--- src/rtl/wrp_pkg.sv ---
package wrp_pkg;

    // Geometry of one memory word
    localparam int LANES    = 4;
    localparam int SAMPLE_W = 16;
    localparam int MARK_W   = 2;
    localparam int LANE_W   = SAMPLE_W + MARK_W;
    localparam int WORD_W   = LANES * LANE_W;

    // Memory and length sizing
    localparam int ADDR_W   = 6;
    localparam int LEN_W    = 10;
    localparam int LANE_SH  = $clog2(LANES);
    localparam int WCNT_W   = LEN_W - LANE_SH;

    typedef enum logic [1:0] {
        ST_IDLE  = 2'd0,
        ST_PLAY  = 2'd1,
        ST_FAULT = 2'd2
    } play_st_e;

    // Control that travels alongside a read word
    typedef struct packed {
        logic valid;
        logic last;
    } beat_t;

    localparam beat_t BEAT_NONE = '{valid: 1'b0, last: 1'b0};

endpackage

--- src/rtl/wrp_word_ram.sv ---
module wrp_word_ram
    import wrp_pkg::*;
#(
    parameter int A_W = ADDR_W,
    parameter int D_W = WORD_W
) (
    input  logic           clk,
    input  logic           wr_en,
    input  logic [A_W-1:0] wr_addr,
    input  logic [D_W-1:0] wr_data,
    input  logic [A_W-1:0] rd_addr,
    output logic [D_W-1:0] rd_data
);

    localparam int DEPTH = 1 << A_W;

    logic [D_W-1:0] store [DEPTH];

    // Registered read; a read in the same cycle as a write returns old data
    always_ff @(posedge clk) begin
        rd_data <= store[rd_addr];
        if (wr_en) begin
            store[wr_addr] <= wr_data;
        end
    end

endmodule

--- src/rtl/wrp_seq_ctrl.sv ---
module wrp_seq_ctrl
    import wrp_pkg::*;
#(
    parameter int A_W     = ADDR_W,
    parameter int L_W     = LEN_W,
    parameter int N_LANES = LANES
) (
    input  logic           clk,
    input  logic           rst,
    input  logic           run,
    input  logic [A_W-1:0] seg_start,
    input  logic [L_W-1:0] seg_len,
    output logic [A_W-1:0] rd_addr,
    output beat_t          beat,
    output logic           fault
);

    localparam int SH  = $clog2(N_LANES);
    localparam int C_W = L_W - SH;
    localparam logic [C_W-1:0] C_ONE  = C_W'(1);
    localparam logic [A_W-1:0] A_ONE  = A_W'(1);

    play_st_e       state_q;
    logic [A_W-1:0] addr_q;
    logic [C_W-1:0] cnt_q;
    logic [C_W-1:0] words_q;

    logic [C_W-1:0] words_new;
    logic           len_ok;
    logic           at_last;
    logic           issue;

    // Granularity: whole words only, the remainder is dropped
    assign words_new = C_W'(seg_len >> SH);
    assign len_ok    = (words_new != '0);
    assign at_last   = (cnt_q == words_q - C_ONE);
    assign issue     = (state_q == ST_PLAY) && run;

    always_ff @(posedge clk) begin
        if (rst) begin
            state_q <= ST_IDLE;
            addr_q  <= '0;
            cnt_q   <= '0;
            words_q <= '0;
        end else begin
            unique case (state_q)
                ST_IDLE: begin
                    if (run) begin
                        if (len_ok) begin
                            state_q <= ST_PLAY;
                            addr_q  <= seg_start;
                            cnt_q   <= '0;
                            words_q <= words_new;
                        end else begin
                            state_q <= ST_FAULT;
                        end
                    end
                end
                ST_PLAY: begin
                    if (!run) begin
                        state_q <= ST_IDLE;
                    end else if (at_last) begin
                        if (len_ok) begin
                            addr_q  <= seg_start;
                            cnt_q   <= '0;
                            words_q <= words_new;
                        end else begin
                            state_q <= ST_FAULT;
                        end
                    end else begin
                        addr_q <= addr_q + A_ONE;
                        cnt_q  <= cnt_q + C_ONE;
                    end
                end
                ST_FAULT: begin
                    if (!run) begin
                        state_q <= ST_IDLE;
                    end
                end
                default: state_q <= ST_IDLE;
            endcase
        end
    end

    assign rd_addr    = addr_q;
    assign beat.valid = issue;
    assign beat.last  = issue && at_last;
    assign fault      = (state_q == ST_FAULT);

    AST_ADDR_STEP: assert property (@(posedge clk) disable iff (rst)
        (state_q == ST_PLAY && $past(state_q == ST_PLAY) && !$past(at_last))
            |-> (addr_q == $past(addr_q) + A_ONE));

    AST_RING_RESTART: assert property (@(posedge clk) disable iff (rst)
        (state_q == ST_PLAY && $past(state_q == ST_PLAY) && $past(at_last))
            |-> (addr_q == $past(seg_start) && cnt_q == '0));

    AST_LEN_HELD: assert property (@(posedge clk) disable iff (rst)
        (state_q == ST_PLAY && $past(state_q == ST_PLAY) && !$past(at_last))
            |-> $stable(words_q));

    AST_NO_EMPTY_PASS: assert property (@(posedge clk) disable iff (rst)
        (state_q == ST_PLAY) |-> (words_q != '0 && cnt_q < words_q));

endmodule

--- src/rtl/wrp_out_stage.sv ---
module wrp_out_stage
    import wrp_pkg::*;
#(
    parameter int N_LANES = LANES,
    parameter int S_W     = SAMPLE_W,
    parameter int M_W     = MARK_W
) (
    input  logic                     clk,
    input  logic                     rst,
    input  beat_t                    beat_in,
    input  logic [N_LANES*(S_W+M_W)-1:0] word,
    output logic                     out_valid,
    output logic [N_LANES*S_W-1:0]   out_samples,
    output logic [N_LANES*M_W-1:0]   out_markers,
    output logic                     out_wrap
);

    localparam int L_W = S_W + M_W;

    beat_t beat_q;

    // Aligns the control with the registered memory read
    always_ff @(posedge clk) begin
        if (rst) begin
            beat_q <= BEAT_NONE;
        end else begin
            beat_q <= beat_in;
        end
    end

    genvar g;
    generate
        for (g = 0; g < N_LANES; g++) begin : g_lane
            logic [S_W-1:0] smp;
            logic [M_W-1:0] mrk;
            assign smp = word[g*L_W +: S_W];
            assign mrk = word[g*L_W + S_W +: M_W];
            assign out_samples[g*S_W +: S_W] = beat_q.valid ? smp : '0;
            assign out_markers[g*M_W +: M_W] = beat_q.valid ? mrk : '0;
        end
    endgenerate

    assign out_valid = beat_q.valid;
    assign out_wrap  = beat_q.last;

    AST_WRAP_WITH_DATA: assert property (@(posedge clk) disable iff (rst)
        out_wrap |-> out_valid);

endmodule

--- src/rtl/wave_ring_player.sv ---
module wave_ring_player
    import wrp_pkg::*;
(
    input  logic                     clk,
    input  logic                     rst,
    input  logic                     wr_en,
    input  logic [ADDR_W-1:0]        wr_addr,
    input  logic [WORD_W-1:0]        wr_data,
    input  logic                     run,
    input  logic [ADDR_W-1:0]        seg_start,
    input  logic [LEN_W-1:0]         seg_len,
    output logic                     out_valid,
    output logic [LANES*SAMPLE_W-1:0] out_samples,
    output logic [LANES*MARK_W-1:0]  out_markers,
    output logic                     out_wrap,
    output logic                     len_err
);

    logic [ADDR_W-1:0] rd_addr;
    logic [WORD_W-1:0] rd_word;
    beat_t             beat;

    wrp_seq_ctrl #(
        .A_W    (ADDR_W),
        .L_W    (LEN_W),
        .N_LANES(LANES)
    ) u_ctrl (
        .clk      (clk),
        .rst      (rst),
        .run      (run),
        .seg_start(seg_start),
        .seg_len  (seg_len),
        .rd_addr  (rd_addr),
        .beat     (beat),
        .fault    (len_err)
    );

    wrp_word_ram #(
        .A_W(ADDR_W),
        .D_W(WORD_W)
    ) u_ram (
        .clk    (clk),
        .wr_en  (wr_en),
        .wr_addr(wr_addr),
        .wr_data(wr_data),
        .rd_addr(rd_addr),
        .rd_data(rd_word)
    );

    wrp_out_stage #(
        .N_LANES(LANES),
        .S_W    (SAMPLE_W),
        .M_W    (MARK_W)
    ) u_out (
        .clk        (clk),
        .rst        (rst),
        .beat_in    (beat),
        .word       (rd_word),
        .out_valid  (out_valid),
        .out_samples(out_samples),
        .out_markers(out_markers),
        .out_wrap   (out_wrap)
    );

    AST_STOP_BLANKS: assert property (@(posedge clk) disable iff (rst)
        !run |=> (!out_valid && out_samples == '0 && out_markers == '0));

    AST_FAULT_SILENT: assert property (@(posedge clk) disable iff (rst)
        (len_err && $past(len_err)) |-> !out_valid);

endmodule

--- config.mk ---
export PLATFORM = sky130hd
export DESIGN_NAME = wave_ring_player
export DESIGN_NICKNAME = d
export VERILOG_FILES = /design/src/rtl/wrp_pkg.sv /design/src/rtl/wrp_word_ram.sv /design/src/rtl/wrp_seq_ctrl.sv /design/src/rtl/wrp_out_stage.sv /design/src/rtl/wave_ring_player.sv
export SDC_FILE = /design/constraint.sdc
export NUM_CORES = 2
export LEC_CHECK = 0
export ABC_AREA = 0
export BUFFER_PORTS_ARGS = -buffer_cell sky130_fd_sc_hd__buf_2
export CAP_MARGIN = 20
export CORE_MARGIN = 3
export CORE_UTILIZATION = 30
export DETAILED_ROUTE_END_ITERATION = 7
export RECOVER_POWER = 100
export SLEW_MARGIN = 20
export SYNTH_ARGS = -nofsm -noshare
export SYNTH_HDL_FRONTEND = slang
export SYNTH_MEMORY_MAX_BITS = 65536
export SYNTH_SLANG_ARGS = --single-unit
--- constraint.sdc ---
create_clock -name clk -period 12.54 [get_ports clk]
set_input_delay 0.627 -clock clk [delete_from_list [all_inputs] [get_ports clk]]
set_output_delay 0.627 -clock clk [all_outputs]
set_load 0.005 [all_outputs]
==> reports/qor.csv <==
metric,value,unit
clk slew on worst S/H paths,0.07,ns
IO Pins,173,
via count,83692,
slowest CP cell,clkbuf_1,
syn_nets,7324,
"Min Clock Period, post-route",8.76,ns
Post-DRT Antenna Nets,0,
Setup TNS,0,ns
Post-synth top cells,"edfxtp_1 (4608), mux4_2 (1411), clkbuf_1 (212), buf_2 (144), a211oi_1 (133)",
run status,"finished, violations left",
top post-synthesis cells by area,"edfxtp_1 (78%), mux4_2 (18%), dfxtp_1 (1.1%)",
most numerous cell in the Yosys netlist,edfxtp_1,
crit path DAT,9.08,ns
die height,777,microns
Comb pwr share,5.6,%
cell taking the most area after synthesis,edfxtp_1,
WL final,486000,microns
vias in the first global route,84401,
critical path's top delay family,buffers and inverters,
initial antenna violation count,87,
CTS resizes,0,
Site Rows,282,
slowest cell delay on critical path,5.81,ns
Port-buffer cells,170,
highest fanout seen on the critical path,59,
top_reg_cell synth,edfxtp_1,
register area share after synthesis,78.6,%
CP dominant cell by count,clkbuf_1,
Worst EP required,12.85,ns
maximum clock frequency,114,MHz
#FFs+latches synth,4706,
total of max-cap violations,245,
Post-Syn Area,178000,sq um
layout cells sized above 1,27.8,%
Slew headroom,-528,%
CTS H-tree depth,5,
Pleak,59.7,nW
Setup Buffers After CTS,0,
overall power,33.0,mW
failing checks,"capacitance limit, slew limit",
slew at the pin with the worst max-slew slack,9.43,ns
P&R area growth vs syn,14.1,%
Seq pwr share,53.3,%
first-pass iteration count of the detailed router,7,
worst-case clock buffer depth,4,
Die Area,604000,sq um
total core area,591000,sq um
Critical Path Source Type,input port,
Avg Vias per Cell,5.26,
Internal,26.0,mW
"Slew Viols, Final",9757,
Tightest Hold Check Type,input port to register,
"Distinct cells, synth",46,
Num CTS Buffers,445,
Clock Sinks,4706,
routed len/inst,30.5,microns
Yosys warning count,0,
Die Width,777,microns
CTS tree,built,
first-pass GRT wire length,673000,microns
Setup CP Type,input port to register,
RSZ-0062 raised after global routing,false,
DP HPWL,257000,microns
mean area per synthesized cell,24.7,sq um
NetSw,7.01,mW
number of flops mapped to enable cells by yosys,4608,
nets@finish,7782,
switching portion of total power,21.2,%
GP Congestion,0.773,
Final Hold Viols,0,
GRT overflow,0,
Post-Syn Instances,7223,
Clock Latency Late Sink,1.03,ns
worst ir drop on vdd,0.136,mV
CP Cell Sequence,clkbuf_1 -> nor2b_1 -> nand3_1 -> nor2_1 -> clkbuf_1,
Crit. End Element,register,
Starting Density,30.2,%
Synth top area share,77.5,%
CP Buf/Inv Count,2,
placed insts,15016,
Residual DRC,0,
asr flop ratio synth,0,%
final worst-path cycle share,69.9,%
clock root buffer,clkbuf_16,
clock power share,41.2,%
PwrDens,162,nW/um^2
largest net degree at the start of global routing,146,
GRT Util Overall,15.6,%
final non-filler cell total,15908,
Worst Skew,0.0755,ns
endpoints failing setup,0,
Iter 0 DRT Violations,11892,
-- per-layer routing --
layer  up-vias  routed length [microns]  GRT usage, %
met2      4298                   227000          24.4
met3       739                    49400          3.28
met4        30                    11000          3.54
met1     46318                   198000          22.6
li1      32307                        -             -
met5         -                      172             0
-- worst min-delay path, stage by stage --
cell and delay, ns:
buf_2 0.10, nand2_1 0.06, nand2_1 0.07, nor2_1 0.13, o31ai_1 0.13
-- logic make-up after synthesis --
family	after synthesis	synth area share, %
AO/OA/AOI/OAI	256	0.969
buffers and inverters	402	0.957
XOR/XNOR	13	0.0638
multiplexers	1510	18.4
flip-flops	4706	78.6
AND/OR/NAND/NOR	333	0.991
adder cells (fa/ha/maj)	3	0.0210
-- final cells by class --
class	count	area [sq um]
clock buffers	559	11900
repair buffers	409	2150
diodes	36	90.1
clock inverters	269	2820
fillers	54084	388000
well taps	7810	9770
inverters	4	15.0
flip-flops and latches	4706	140000
multi-input cells	2115	36500
-- power groups by stage --
stage / clock network, mW / registers, mW / logic (mW)
final: 13.6 / 17.6 / 1.84
after detailed placement: 0 / 17.9 / 1.86
after floorplan: 0 / 17.8 / 1.21
after global routing: 14.4 / 17.6 / 1.97
after global placement: 0 / 17.9 / 1.82
after CTS: 13.8 / 17.5 / 1.87
-- registers in the layout, summed over array words and instances (netlist names) --
signal / cells
u_ctrl.cnt_q: 8
u_out.out_wrap: 1
u_ram.rd_data: 72
u_ctrl.state_q: 2
u_ram.store: 4608
u_ctrl.rd_addr: 6
u_ctrl.words_q: 8
u_out.out_valid: 1
-- cells in the final DEF, fill, tap and decap left out, types with 5 or more instances in the layout --
cell              n
buf_4            43
nor3_1            5
nor2_1           76
nor2b_1          90
nand2_1          33
nand3b_1          7
o21ai_0           8
mux4_2         1411
clkinvlp_4       16
clkinv_16         6
clkbuf_1        333
a21oi_1          83
clkinv_2        100
nor2_4           12
dfxtp_1          94
nand3_1          20
buf_2            85
a211oi_1        133
and2_0           66
xnor2_1          10
a31oi_1           9
edfxtp_1       4608
diode_2          36
inv_6            12
clkinv_1         73
clkbuf_16       450
dlygate4sd3_1    23
clkbuf_8         20
buf_12           11
bufinv_16        48
mux2i_1          98
and2_1           10
-- per-stage QoR --
step                util, %  hold WS (ns)  setup slack [ns]  instance area (sq um)
detailed placement     32.1         0.521              7.29                 190000
global placement       32.1         0.547              7.37                 190000
global route           34.4         0.120              3.57                 204000
finish                 34.4         0.155              3.78                 204000
floorplan                 -         0.481              7.56                 178000
CTS                    34.6        0.0404              7.27                 205000
-- worst paths after layout --
path | slack, ns | end | start | cells past startpoint
setup / recovery | 3.78 | u_ram.store[59][38] | wr_addr[1] | 5
hold / removal | 0.15 | u_ctrl.rd_addr[2] | seg_start[2] | 5
setup reg to reg | 4.15 | u_ram.rd_data[34] | u_ctrl.rd_addr[2] | 8
hold reg to reg | 0.53 | u_ctrl.cnt_q[1] | u_ctrl.cnt_q[1] | 2
-- what timing repair did --
item | in CTS | in global routing
endpoints found under the setup margin | 0 | 0
hold buffers | 22 | 1
hold endpoints to repair | 19 | 12
Note: power is estimated with default switching activity, not from simulation.
